===== src/rtl/fci_pkg.sv =====
package fci_pkg;

  localparam int BUS_W  = 32;
  localparam int BE_W   = BUS_W / 8;
  localparam int CODE_W = 8;

  typedef enum logic [1:0] {
    RA_FADDR = 2'd0,
    RA_CMD   = 2'd1,
    RA_MCTL  = 2'd2,
    RA_STAT  = 2'd3
  } reg_sel_e;

  localparam int ST_BUSY = 0;
  localparam int ST_FIN  = 1;
  localparam int ST_IGN  = 2;

  // byte-enable merge of a full bus word
  function automatic logic [BUS_W-1:0] merge_be(input logic [BUS_W-1:0] old_v,
                                               input logic [BUS_W-1:0] new_v,
                                               input logic [BE_W-1:0]  be);
    logic [BUS_W-1:0] r;
    r = old_v;
    for (int i = 0; i < BE_W; i++) begin
      if (be[i]) r[8*i +: 8] = new_v[8*i +: 8];
    end
    return r;
  endfunction

  // pick one byte lane of a bus word
  function automatic logic [CODE_W-1:0] lane(input logic [BUS_W-1:0] w, input int idx);
    return w[8*idx +: 8];
  endfunction

endpackage


===== src/rtl/fci_regs.sv =====
module fci_regs
  import fci_pkg::*;
#(
  parameter int FA_W = 24
) (
  input  logic              clk,
  input  logic              rst_n,
  input  logic              wr,
  input  logic [1:0]        addr,
  input  logic [BE_W-1:0]   be,
  input  logic [BUS_W-1:0]  wdata,
  input  logic              busy,
  input  logic              fin_set,
  output logic [BUS_W-1:0]  rdata,
  output logic [FA_W-1:0]   faddr_q,
  output logic [CODE_W-1:0] code_nxt,
  output logic [CODE_W-1:0] opts_nxt,
  output logic [CODE_W-1:0] mcode_q,
  output logic [CODE_W-1:0] mopts_q,
  output logic              launch_reg,
  output logic              code_blocked
);

  logic [CODE_W-1:0] code_q, opts_q;
  logic              fin_q, ign_q;
  logic              hit_faddr, hit_cmd, hit_mctl, hit_stat;
  logic              code_wr, cmd_accept;
  logic              clr_fin, clr_ign;
  logic [BUS_W-1:0]  mctl_mg;
  logic [FA_W-1:0]   faddr_mg;

  // per-bit byte-enable merge sized to the flash address
  function automatic logic [FA_W-1:0] addr_merge(input logic [FA_W-1:0]  old_v,
                                                input logic [BUS_W-1:0] new_v,
                                                input logic [BE_W-1:0]  bes);
    logic [FA_W-1:0] r;
    r = old_v;
    for (int b = 0; b < FA_W; b++) begin
      if (bes[b/8]) r[b] = new_v[b];
    end
    return r;
  endfunction

  assign hit_faddr = wr && (addr == RA_FADDR);
  assign hit_cmd   = wr && (addr == RA_CMD);
  assign hit_mctl  = wr && (addr == RA_MCTL);
  assign hit_stat  = wr && (addr == RA_STAT);

  // the code-byte write is the launch event
  assign code_wr      = hit_cmd && be[0];
  assign code_blocked = code_wr && busy;
  assign launch_reg   = code_wr && !busy;
  assign cmd_accept   = hit_cmd && !code_blocked;

  // values the descriptor is built from when this write launches
  assign code_nxt = be[0] ? lane(wdata, 0) : code_q;
  assign opts_nxt = be[1] ? lane(wdata, 1) : opts_q;

  assign clr_fin  = hit_stat && be[0] && wdata[ST_FIN];
  assign clr_ign  = hit_stat && be[0] && wdata[ST_IGN];

  assign mctl_mg  = merge_be({{(BUS_W-2*CODE_W){1'b0}}, mopts_q, mcode_q}, wdata, be);
  assign faddr_mg = addr_merge(faddr_q, wdata, be);

  always_ff @(posedge clk or negedge rst_n) begin
    if (!rst_n) begin
      faddr_q <= '0;
      code_q  <= '0;
      opts_q  <= '0;
      mcode_q <= '0;
      mopts_q <= '0;
    end else begin
      if (hit_faddr)  faddr_q <= faddr_mg;
      if (cmd_accept) begin
        code_q <= code_nxt;
        opts_q <= opts_nxt;
      end
      if (hit_mctl) begin
        mcode_q <= mctl_mg[CODE_W-1:0];
        mopts_q <= mctl_mg[2*CODE_W-1:CODE_W];
      end
    end
  end

  // sticky flags: a set event outranks a clear in the same cycle
  always_ff @(posedge clk or negedge rst_n) begin
    if (!rst_n) begin
      fin_q <= 1'b0;
      ign_q <= 1'b0;
    end else begin
      if (fin_set)           fin_q <= 1'b1;
      else if (clr_fin)      fin_q <= 1'b0;
      if (code_blocked)      ign_q <= 1'b1;
      else if (clr_ign)      ign_q <= 1'b0;
    end
  end

  always_comb begin
    rdata = '0;
    case (addr)
      RA_FADDR: rdata[FA_W-1:0] = faddr_q;
      RA_CMD:   rdata[2*CODE_W-1:0] = {opts_q, code_q};
      RA_MCTL:  rdata[2*CODE_W-1:0] = {mopts_q, mcode_q};
      default: begin
        rdata[ST_BUSY] = busy;
        rdata[ST_FIN]  = fin_q;
        rdata[ST_IGN]  = ign_q;
      end
    endcase
  end

  assert_blocked_code_kept_R6: assert property (@(posedge clk) disable iff (!rst_n)
    code_blocked |=> ($stable(code_q) && $stable(opts_q) && ign_q));

  assert_fin_set_wins_R10: assert property (@(posedge clk) disable iff (!rst_n)
    fin_set |=> fin_q);

  assert_opts_only_no_launch_R2: assert property (@(posedge clk) disable iff (!rst_n)
    (hit_cmd && !be[0]) |-> !launch_reg);

endmodule


===== src/rtl/fci_arb.sv =====
module fci_arb (
  input  logic launch_reg,
  input  logic mm_req,
  input  logic busy,
  output logic take_reg,
  output logic take_mm,
  output logic mm_stall
);

  // register path has priority; a window read waits for idle
  assign take_reg = launch_reg;
  assign mm_stall = mm_req && (busy || launch_reg);
  assign take_mm  = mm_req && !mm_stall;

endmodule


===== src/rtl/fci_seq.sv =====
module fci_seq
  import fci_pkg::*;
#(
  parameter int FA_W = 24
) (
  input  logic              clk,
  input  logic              rst_n,
  input  logic              take_reg,
  input  logic              take_mm,
  input  logic [CODE_W-1:0] reg_code,
  input  logic [CODE_W-1:0] reg_opts,
  input  logic [FA_W-1:0]   reg_faddr,
  input  logic [CODE_W-1:0] mm_code,
  input  logic [CODE_W-1:0] mm_opts,
  input  logic [FA_W-1:0]   mm_off,
  input  logic              eng_done,
  input  logic              eng_err,
  input  logic [BUS_W-1:0]  eng_rdata,
  output logic              busy,
  output logic              fin_set,
  output logic              eng_start,
  output logic [CODE_W-1:0] eng_code,
  output logic [CODE_W-1:0] eng_opts,
  output logic [FA_W-1:0]   eng_addr,
  output logic              eng_from_mm,
  output logic              mm_rvalid,
  output logic              mm_rerr,
  output logic [BUS_W-1:0]  mm_rdata
);

  logic launch_any;

  assign launch_any = take_reg || take_mm;
  // completion and error termination end a transaction the same way
  assign fin_set    = busy && (eng_done || eng_err);

  always_ff @(posedge clk or negedge rst_n) begin
    if (!rst_n) begin
      busy        <= 1'b0;
      eng_start   <= 1'b0;
      eng_code    <= '0;
      eng_opts    <= '0;
      eng_addr    <= '0;
      eng_from_mm <= 1'b0;
    end else begin
      eng_start <= launch_any;
      if (launch_any) begin
        busy        <= 1'b1;
        eng_from_mm <= take_mm;
        eng_code    <= take_reg ? reg_code  : mm_code;
        eng_opts    <= take_reg ? reg_opts  : mm_opts;
        eng_addr    <= take_reg ? reg_faddr : mm_off;
      end else if (fin_set) begin
        busy <= 1'b0;
      end
    end
  end

  always_ff @(posedge clk or negedge rst_n) begin
    if (!rst_n) begin
      mm_rvalid <= 1'b0;
      mm_rerr   <= 1'b0;
      mm_rdata  <= '0;
    end else begin
      mm_rvalid <= fin_set && eng_from_mm;
      mm_rerr   <= fin_set && eng_from_mm && eng_err;
      if (fin_set && eng_from_mm) mm_rdata <= eng_rdata;
    end
  end

  assert_start_with_busy_R3: assert property (@(posedge clk) disable iff (!rst_n)
    eng_start |-> busy);

  assert_busy_held_R3: assert property (@(posedge clk) disable iff (!rst_n)
    (busy && !fin_set) |=> busy);

  assert_end_clears_busy_R4: assert property (@(posedge clk) disable iff (!rst_n)
    fin_set |=> !busy);

  assert_no_launch_when_busy_R6: assert property (@(posedge clk) disable iff (!rst_n)
    launch_any |-> !busy);

  assert_single_source_R8: assert property (@(posedge clk) disable iff (!rst_n)
    !(take_reg && take_mm));

  assert_rvalid_after_end_R9: assert property (@(posedge clk) disable iff (!rst_n)
    mm_rvalid |-> (!busy && $past(busy)));

  assert_rvalid_pulse_R9: assert property (@(posedge clk) disable iff (!rst_n)
    mm_rvalid |=> !mm_rvalid);

endmodule


===== src/rtl/flash_cmd_issue.sv =====
module flash_cmd_issue
  import fci_pkg::*;
#(
  parameter int FA_W   = 24,
  parameter int WIN_AW = 24
) (
  input  logic              clk,
  input  logic              rst_n,
  input  logic              reg_wr,
  input  logic [1:0]        reg_addr,
  input  logic [3:0]        reg_be,
  input  logic [31:0]       reg_wdata,
  output logic [31:0]       reg_rdata,
  input  logic              mm_req,
  input  logic [31:0]       mm_addr,
  output logic              mm_gnt,
  output logic              mm_rvalid,
  output logic              mm_rerr,
  output logic [31:0]       mm_rdata,
  output logic              eng_start,
  output logic [7:0]        eng_code,
  output logic [7:0]        eng_opts,
  output logic [FA_W-1:0]   eng_addr,
  output logic              eng_from_mm,
  input  logic              eng_done,
  input  logic              eng_err,
  input  logic [31:0]       eng_rdata
);

  localparam logic [BUS_W-1:0] WIN_MASK = (BUS_W'(1) << WIN_AW) - BUS_W'(1);

  // flash address of a window read: its offset inside the window
  function automatic logic [FA_W-1:0] window_offset(input logic [BUS_W-1:0] a);
    logic [BUS_W-1:0] m;
    m = a & WIN_MASK;
    return m[FA_W-1:0];
  endfunction

  logic              busy, fin_set;
  logic              launch_reg, code_blocked;
  logic              take_reg, take_mm, mm_stall;
  logic [FA_W-1:0]   faddr_q, mm_off;
  logic [CODE_W-1:0] code_nxt, opts_nxt, mcode_q, mopts_q;

  assign mm_off = window_offset(mm_addr);
  assign mm_gnt = take_mm;

  fci_regs #(.FA_W(FA_W)) u_regs (
    .clk          (clk),
    .rst_n        (rst_n),
    .wr           (reg_wr),
    .addr         (reg_addr),
    .be           (reg_be),
    .wdata        (reg_wdata),
    .busy         (busy),
    .fin_set      (fin_set),
    .rdata        (reg_rdata),
    .faddr_q      (faddr_q),
    .code_nxt     (code_nxt),
    .opts_nxt     (opts_nxt),
    .mcode_q      (mcode_q),
    .mopts_q      (mopts_q),
    .launch_reg   (launch_reg),
    .code_blocked (code_blocked)
  );

  fci_arb u_arb (
    .launch_reg (launch_reg),
    .mm_req     (mm_req),
    .busy       (busy),
    .take_reg   (take_reg),
    .take_mm    (take_mm),
    .mm_stall   (mm_stall)
  );

  fci_seq #(.FA_W(FA_W)) u_seq (
    .clk         (clk),
    .rst_n       (rst_n),
    .take_reg    (take_reg),
    .take_mm     (take_mm),
    .reg_code    (code_nxt),
    .reg_opts    (opts_nxt),
    .reg_faddr   (faddr_q),
    .mm_code     (mcode_q),
    .mm_opts     (mopts_q),
    .mm_off      (mm_off),
    .eng_done    (eng_done),
    .eng_err     (eng_err),
    .eng_rdata   (eng_rdata),
    .busy        (busy),
    .fin_set     (fin_set),
    .eng_start   (eng_start),
    .eng_code    (eng_code),
    .eng_opts    (eng_opts),
    .eng_addr    (eng_addr),
    .eng_from_mm (eng_from_mm),
    .mm_rvalid   (mm_rvalid),
    .mm_rerr     (mm_rerr),
    .mm_rdata    (mm_rdata)
  );

  assert_stall_blocks_grant_R8: assert property (@(posedge clk) disable iff (!rst_n)
    mm_stall |-> !mm_gnt);

  assert_blocked_no_start_R6: assert property (@(posedge clk) disable iff (!rst_n)
    (code_blocked && !mm_gnt) |=> !eng_start);

  assert_grant_starts_window_R7: assert property (@(posedge clk) disable iff (!rst_n)
    mm_gnt |=> (eng_start && eng_from_mm));

endmodule


===== config.mk =====
export PLATFORM = sky130hd
export DESIGN_NAME = flash_cmd_issue
export DESIGN_NICKNAME = d
export VERILOG_FILES = /design/src/rtl/fci_pkg.sv /design/src/rtl/fci_regs.sv /design/src/rtl/fci_arb.sv /design/src/rtl/fci_seq.sv /design/src/rtl/flash_cmd_issue.sv
export SDC_FILE = /design/constraint.sdc
export NUM_CORES = 1
export LEC_CHECK = 0
export BUFFER_PORTS_ARGS = -buffer_cell sky130_fd_sc_hd__buf_2
export CORE_AREA = 2 2 140 142
export DETAILED_ROUTE_END_ITERATION = 7
export DIE_AREA = 0 0 142 144
export HOLD_SLACK_MARGIN = 0.12
export PLACE_DENSITY = 0.65
export SYNTH_ARGS = -nofsm -noshare
export SYNTH_HDL_FRONTEND = slang
export SYNTH_SLANG_ARGS = --single-unit

===== constraint.sdc =====
create_clock -name clk -period 2.4 [get_ports clk]
set_clock_uncertainty 0.15 [all_clocks]
set_input_delay 0.24 -clock clk [delete_from_list [all_inputs] [get_ports clk]]
set_output_delay 0.24 -clock clk [all_outputs]
set_load 0.05 [all_outputs]

* Word level (Yosys, flattened, before mapping)
Cells that the tools add are included.
Widths: inputs -> output; s select.
** Operators by class
- Reduce and logical (&&, ||, !) cells :: 31
- Equal/unequal tests :: 3
- Muxes and demuxes :: 14
** Operators by type and width (count)
- $mux 8 :: 5
- $pmux 13 s3 :: 1
- $mux 24 :: 1
- $logic_and 1x1->1 :: 16
- $reduce_and 2->1 :: 5
- $pmux 3 s3 :: 1
- $mux 1 :: 6
- $reduce_bool 2->1 :: 3
- $eq 2x2->1 const B :: 2
- $logic_not 1->1 :: 3
- $logic_or 1x1->1 :: 3
- $eq 2x1->1 const B :: 1
- $logic_not 2->1 :: 1
** Word-level totals
- Register bits :: 135
- Bits of input ports :: 108
- Output and inout bits :: 109
- Logic and storage cells :: 66

* Depth between registers and ports, before layout
Gate-level depths: netlist of run 1.
- Word-level depth :: 10
- Gate-level depth with buffers :: 8
- Gate-level depth less buffers :: 4

* Cells and area by module
From an unflattened synthesis of run 1, not the netlist that was laid out.
** Second synthesis, totals
- Cell total of the unflattened synthesis :: 480
- Area total of the unflattened synthesis :: 6229.7 um^2
** Modules (own cells, without submodules)
- fci_seq :: sequential area each 1926.8 um^2, area each 3316.9 um^2, times used 1, cells an instance 255
- fci_regs :: sequential area each 1451.4 um^2, area each 2885.3 um^2, times used 1, cells an instance 222
- fci_arb :: sequential area each 0.0 um^2, area each 27.5 um^2, times used 1, cells an instance 3

* Worst setup path before layout of run 1
OpenSTA, ideal clock, no wires.
- Kind :: input to output
- From :: input port reg_addr[1]
- To :: output port reg_rdata[3]
- Arrival time :: 1.844 ns
- Stages on the path :: 4
- Required time :: 2.010 ns
- Buffers on the path :: 2
- Path slack :: 0.166 ns
- Cells stage by stage :: buf_4 buf_2 mux2i_1 o21ai_0
** On the way
- Cells in the longest elaborated chain, start to end :: 2
- Elaborated cells between the ends (all ways) :: 4
- Those cells by class :: 2 x eq/ne; 1 x mux; 1 x reduce/logical
** RTL lines
- start, declared :: RTL line flash_cmd_issue.sv:10 : input logic [1:0] reg_addr,
- $eq 2x2->1 (tied with other cells) :: RTL line fci_regs.sv:100 : case (addr)
- $pmux 13 s3 * :: RTL line fci_regs.sv:100
- end, declared :: RTL line flash_cmd_issue.sv:13 : output logic [31:0] reg_rdata,
Mark *: on every way between the ends. The rest lies on a longest branch, timed or not.

* Final worst setup path of run 1
- From :: input port reg_be[0]
- To :: output port mm_gnt
** On the way
- Cells in the longest elaborated chain, start to end :: 6
** RTL lines
- start, declared :: RTL line flash_cmd_issue.sv:11 : input logic [3:0] reg_be,
- $logic_and 1x1->1 :: RTL line fci_regs.sv:50 : assign code_wr = hit_cmd && be[0];
- $logic_and 1x1->1 :: RTL line fci_regs.sv:52 : assign launch_reg = code_wr && !busy;
- $logic_or 1x1->1 :: RTL line fci_arb.sv:12 : assign mm_stall = mm_req && (busy || launch_reg);
- $logic_and 1x1->1 :: RTL line fci_arb.sv:12
- $logic_not 1->1 :: RTL line fci_arb.sv:13 : assign take_mm = mm_req && !mm_stall;
- $logic_and 1x1->1 :: RTL line fci_arb.sv:13
- end, declared :: RTL line flash_cmd_issue.sv:16 : output logic mm_gnt,
Every way passes these cells.

==> metrics.csv, run 1 <==
metric,value,unit
p_sw_frac,0.434,
cp_common_cell,buf_2,
synthDistinctLibCells,34,
cts_root_buf,clkbuf_16,
endpoint,mm_gnt,
yosysSeqAreaShare,0.522,
synth_top_area_frac,0.522,
clkTransAtPathRegs,50,ps
p_seq_frac,0.337,
ir_drop,0.763,mV
cp_num_buf_inv,4,
r2r_slack,370,ps
htreeDepth,4,
cp-start-kind,input port,
path_depth,6,
crit_fanout,11,
min_period,2200,ps
postSynthCellCount,478,
cts_resized,0,
synthFlopType,dfrtp_1,
r2r-end,u_seq.busy$_DFFE_PN0P_,
grt_pass1_vias,5093,
wl,17900,µm
die_h,144,µm
grt_overflow,0,
area_growth,39.8,%
dpl.hpwl,11800,µm
power_frac_comb,0.437,
max_slew_margin,0.624,
max_stage_delay,540,ps
synth_edf_count,0,
hold_viol,0,
worst_pin_slew,564,ps
ant_nets,0,
power.density,1160,nW/µm²
finalMaxSlewViolations,0,
yosys.area.top_type,dfrtp_1,
die_width,142,µm
design.core.area,19100,µm²
yosys_warnings,0,
post_drt_wl_per_cell,17.8,µm
grt_pass1_wl,27700,µm
holdCritPathClass,input port to flip-flop,
num_vias,4776,
track_usage,0.178,
fin_hold_ws,150,ps
clock-sinks,135,
start_util,0.339,
place_congestion,0.740,
grt_max_degree,58,
synth_most_common_cell,dfrtp_1,
num_rows,51,
synth_common_cells,"dfrtp_1, mux2_2, mux2i_1, nand2b_1, a2bb2oi_2",
clk_latency,410,ps
ioPinCount,217,
finalSetupViolations,0,
cp-end-kind,primary output,
netlist_area,6470,µm²
via_per_inst,4.75,
p_int,0.00593,W
reg2reg_depth,4,
outcome,"finished, final reports clean",
drc,0,
worstPathArrival,1810,ps
clock_power_share,0.227,
critPathTopFamily,buffers and inverters,
numCtsBuffers,17,
fin_ws,197,ps
switchingPower,0.00455,W
crit_start,reg_be[0],
required,2010,ps
first_pass_iters,4,
clock.fmax,454,MHz
numPortBuffers,191,
worstReg2RegStart,u_seq.busy$_DFFE_PN0P_,
final.setup.tns,0,ps
drive_gt1_frac,0.477,
drt_iter0_drc,167,
maxCapViolCount,0,
path_cells,dlygate4sd3_1 > buf_2 > nand4b_4 > buf_4 > and3_1 > buf_2,
dp_slack,188,ps
async_reset_ff_frac,1.00,
crit_type,input port to primary output,
cts_tree,yes,
antenna_found_initial,0,
die_area,20400,µm²
synth_area_leaders,"dfrtp_1, mux2_2, mux2i_1",
leakagePower,4.42,nW
finalCritPeriodShare,0.918,
num-nets-final,863,
crit_slowest_cell,dlygate4sd3_1,
rsz0062_at_grt,no,
clock_path_buffers,2,
ys_ff_latch,135,
antenna_cells,0,
synth.avg_cell_area,13.5,µm²
-- what timing repair did --
| action | in CTS | in global routing |
|---|---|---|
| hold buffers | 84 | 0 |
| buffers inserted | 0 | 0 |
| hold endpoints to repair | 226 | 0 |
-- tightest hold or removal path, stage by stage --
cell and delay [ps]:
buf_2 70, nand2b_1 90, mux2i_1 110, a2bb2oi_2 160
-- power groups by stage --
stage | clock [W] | sequential [W] | combinational (W)
floorplan | 0 | 0.00528 | 0.00166
global placement | 0 | 0.00353 | 0.00445
detailed placement | 0 | 0.00356 | 0.00449
CTS | 0.00245 | 0.00353 | 0.00461
global route | 0.00253 | 0.00363 | 0.00480
finish | 0.00237 | 0.00353 | 0.00458
-- worst min-delay path by stage --
| stage | from | end | slack [ps] | depth (start not counted) |
|---|---|---|---|---|
| after global placement | rst_n | u_seq.mm_rdata[0]$_DFFE_PN0P_ | 110 | 1 |
| after CTS | mm_addr[10] | u_seq.eng_addr[10]$_DFFE_PN0P_ | 160 | 4 |
| after detailed placement | rst_n | u_seq.mm_rdata[24]$_DFFE_PN0P_ | 110 | 1 |
| final | mm_addr[10] | u_seq.eng_addr[10]$_DFFE_PN0P_ | 150 | 4 |
| after floorplan | rst_n | u_regs.code_q[0]$_DFFE_PN0P_ | -210 | 0 |
| after global routing | mm_addr[10] | u_seq.eng_addr[10]$_DFFE_PN0P_ | 160 | 4 |
-- final cells by class --
| type | instances | area, µm² |
|---|---|---|
| clock buffers | 24 | 482 |
| clock inverters | 8 | 48.8 |
| fillers | 1686 | 10000 |
| inverters | 5 | 23.8 |
| multi-input cells | 303 | 2830 |
| flip-flops and latches | 135 | 3380 |
| well taps | 238 | 298 |
| repair buffers | 293 | 1990 |
-- sequential cells by signal (all words and copies together) (netlist names) --
name,flops
u_regs.ign_q,1
u_seq.eng_addr,24
u_regs.mcode_q,8
u_regs.opts_q,8
u_regs.fin_q,1
u_regs.code_q,8
u_seq.mm_rvalid,1
u_regs.mopts_q,8
u_regs.faddr_q,24
u_seq.eng_from_mm,1
u_seq.mm_rdata,32
u_seq.mm_rerr,1
u_seq.eng_start,1
u_seq.busy,1
u_seq.eng_opts,8
u_seq.eng_code,8
-- stage by stage --
step,utilization,cells,instance area (µm²),power (W)
after floorplan,-,485,6500,0.00695
final,0.475,1006,9050,0.0105
after CTS,0.475,1006,9050,0.0106
after detailed placement,0.403,890,7680,0.00805
after global placement,0.403,890,7680,0.00798
after global routing,0.475,1006,9050,0.0110
-- per-layer routing --
| metal | global-route usage | part of all wire |
|---|---|---|
| met1 | 0.222 | 0.45 |
| met4 | 0.0500 | 0.0092 |
| met2 | 0.302 | 0.49 |
| met3 | 0.0533 | 0.056 |
| met5 | 0 | 0 |
-- cells by family (layout without fill, tap and decap cells) --
logic type / Yosys count / in the layout / synth area share
other: 1 / 8 / 0.000579
buffers and inverters: 47 / 330 / 0.0466
DFF: 135 / 135 / 0.522
muxes: 153 / 153 / 0.260
AOI/OAI and AO/OA: 61 / 61 / 0.0999
and+or+nand+nor: 81 / 81 / 0.0715
-- cell usage in the layout (no fill, tap or decap), types with 4 or more instances in the layout --
cell / Yosys / routed
dlygate4sd3_1: 0 / 84
mux2i_1: 60 / 60
a2bb2oi_2: 29 / 29
nand2_1: 24 / 24
a22o_1: 8 / 8
nand2b_1: 33 / 33
and2_1: 8 / 8
clkbuf_16: 0 / 17
conb_1: 1 / 8
buf_4: 10 / 16
buf_12: 3 / 4
buf_2: 15 / 188
clkinv_2: 0 / 5
mux2_2: 90 / 90
clkbuf_1: 12 / 4
dfrtp_1: 135 / 135
and3_1: 5 / 5
o21ai_0: 16 / 16
(Power assumes the default switching activity.)
==> inputs of run 2 (changes only) <==
Settings changed: PLACE_DENSITY 0.65 to unset.
==> run 2 against run 1 <==
  * Combinational power about the same
  * Via count increased by 2.0%
  * Power increased by 1.4%
  * Count of clock-buffer cells in the layout decreased by 7
  * Sequential share of layout area decreased by 0.13 points
  * Clock power increased by 5%
  * Die area unchanged
  * Critical path depth decreased by 2
  * Sequential power about the same
  * Critical path type is now flip-flop to flip-flop
  * Critical endpoint is now u_seq.busy$_DFFE_PN0P_
  * Largest power group unchanged
==> metrics.csv, run 2 (synthesized netlist as in run 1, its figures left out) <==
metric,value,unit,change
final_common_cell,buf_2,,
crit_type,flip-flop to flip-flop,,
place_congestion,0.739,,about the same
area_growth,40.3,%,
numCtsBuffers,17,,unchanged
first_pass_iters,4,,unchanged
top_register,u_seq.mm_rdata,,
cts_root_buf,clkbuf_16,,
track_usage,0.180,,+0.00124
num-fill-cells,1676,,-0.59%
placed_area,7660,µm²,-0.26%
finalMaxSlewViolations,0,,unchanged
max_slew_margin,0.536,,-0.0886
min_period,2230,ps,+24.6 ps
clock_path_buffers,2,,unchanged
htreeDepth,4,,unchanged
drt_iter0_drc,194,,+16%
die_width,142,µm,unchanged
design.core.area,19100,µm²,unchanged
design_area,9080,µm²,+0.35%
maxCapViolCount,0,,unchanged
post-cts-setup-buffers,0,,unchanged
via_per_inst,4.85,,+2.2%
post_drt_wl_per_cell,17.8,µm,about the same
final_util,0.476,,+0.00164
top_regs,"u_seq.mm_rdata (32), u_regs.faddr_q (24), u_seq.eng_addr (24)",,
finalSetupViolations,0,,unchanged
grt_pass1_vias,5217,,+2.4%
cp_num_buf_inv,3,,-1
num_vias,4872,,+2.0%
cts_resized,0,,unchanged
start_util,0.339,,unchanged
dpl.hpwl,12100,µm,+2.3%
path_cells,inv_2 > buf_4 > a31oi_1 > dlygate4sd3_1,,
largest_reg_flops,32,,unchanged
numPortBuffers,191,,unchanged
power.density,1170,nW/µm²,+1.1%
crit_fanout,42,,+31
clock.fmax,449,MHz,-1.1%
rsz0062_at_grt,no,,
required,2540,ps,+530 ps
grt_overflow,0,,unchanged
finalCritPeriodShare,0.928,,+0.0103
outcome,"finished, final reports clean",,
cts_tree,yes,,
crit_slowest_cell,dlygate4sd3_1,,
hold_viol,0,,unchanged
cp-start-kind,flip-flop,,
final_cell_mix,"buf_2, dfrtp_1, mux2_2",,
holdCritPathClass,input port to flip-flop,,
grt_max_degree,68,,+17%
drive_gt1_frac,0.479,,+0.00255
leakagePower,4.42,nW,+0.11%
ioPinCount,217,,unchanged
die_h,144,µm,unchanged
worstPathArrival,2370,ps,+560 ps
worst_pin_slew,696,ps,+133 ps
max_stage_delay,590,ps,+50 ps
cp-end-kind,flip-flop,,
clock-sinks,135,,unchanged
critPathTopFamily,buffers and inverters,,
num-nets-final,861,,-0.23%
ir_drop,0.855,mV,+12%
ant_nets,0,,unchanged
die_area,20400,µm²,unchanged
num_rows,51,,unchanged
power.total,0.0106,W,+1.4%
antenna_found_initial,0,,unchanged
antenna_cells,0,,unchanged
drc,0,,unchanged
clkTransAtPathRegs,60,ps,about the same
final.setup.tns,0,ps,unchanged
wl,17900,µm,-0.13%
clk_latency,410,ps,about the same
grt_pass1_wl,28300,µm,+2.0%
run 2: changes by cell type in the layout (fill, tap and decap cells not counted), moves of 2 or more:
| cell | before | now |
|---|---|---|
| clkbuf_8 | 3 | 0 |
| buf_4 | 16 | 14 |
| clkinv_4 | 2 | 8 |
| clkinv_2 | 5 | 1 |
| clkbuf_1 | 4 | 0 |
| inv_6 | 0 | 4 |
run 2: path summary, 6_finish.rpt:
check | slack, ps | startpoint | to | depth (start not counted)
max in group asynchronous | 1190 | rst_n | u_seq.mm_rdata[15]$_DFFE_PN0P_ | 3
max | 170 | u_seq.busy$_DFFE_PN0P_ | u_seq.busy$_DFFE_PN0P_ | 4
max reg2reg | 170 | u_seq.busy$_DFFE_PN0P_ | u_seq.busy$_DFFE_PN0P_ | 4
min in group asynchronous | 180 | rst_n | u_seq.eng_addr[16]$_DFFE_PN0P_ | 2
min reg2reg | 350 | u_seq.mm_rdata[23]$_DFFE_PN0P_ | u_seq.mm_rdata[23]$_DFFE_PN0P_ | 1
min | 130 | reg_be[0] | u_regs.ign_q$_DFFE_PN0P_ | 4
run 2: power breakdown:
part	leakage (nW)	internal [W]	switching, W
clock network	0.275	0.00145	0.00105
registers	1.58	0.00304	0.000523
logic	2.57	0.00149	0.00307
total	4.42	0.00598	0.00465
run 2: metal layers:
| metal | up-vias | wire length (µm) | global-route usage |
|---|---|---|---|
| met3 | 17 | 1200 | 0.0497 |
| met5 | - | 0 | 0 |
| met4 | 0 | 240 | 0.0574 |
| met2 | 198 | 8560 | 0.300 |
| met1 | 2416 | 7910 | 0.227 |
| li1 | 2241 | - | - |
run 2: timing repair:
action                     4_1_cts  5_1_grt
setup endpoints to repair        0        0
hold buffers                    85        0
hold endpoints to repair       257        0
run 2: area by class of cell:
type	count	area [µm²]	area share
sequential	135	3380	0.372
multi-input combinational	303	2830	0.312
timing repair buffer	291	1980	0.218
clock buffer	17	425	0.0468
tap	238	298	0.0328
clock inverter	15	146	0.0161
inverter	5	23.8	0.00262
run 2: metrics by stage:
step,hold slack (ps),setup slack (ps),cells
6_report,134,173,1004
5_1_grt,149,54.5,1004
4_1_cts,122,151,1004
3_5_place_dp,50.9,255,887
3_3_place_gp,43.4,333,887
2_1_floorplan,-206,166,485
run 2: worst min-delay path: stages:
cell and delay [ps]:
buf_2 160, nand3_1 120, o21ai_0 70, o21ai_0 60
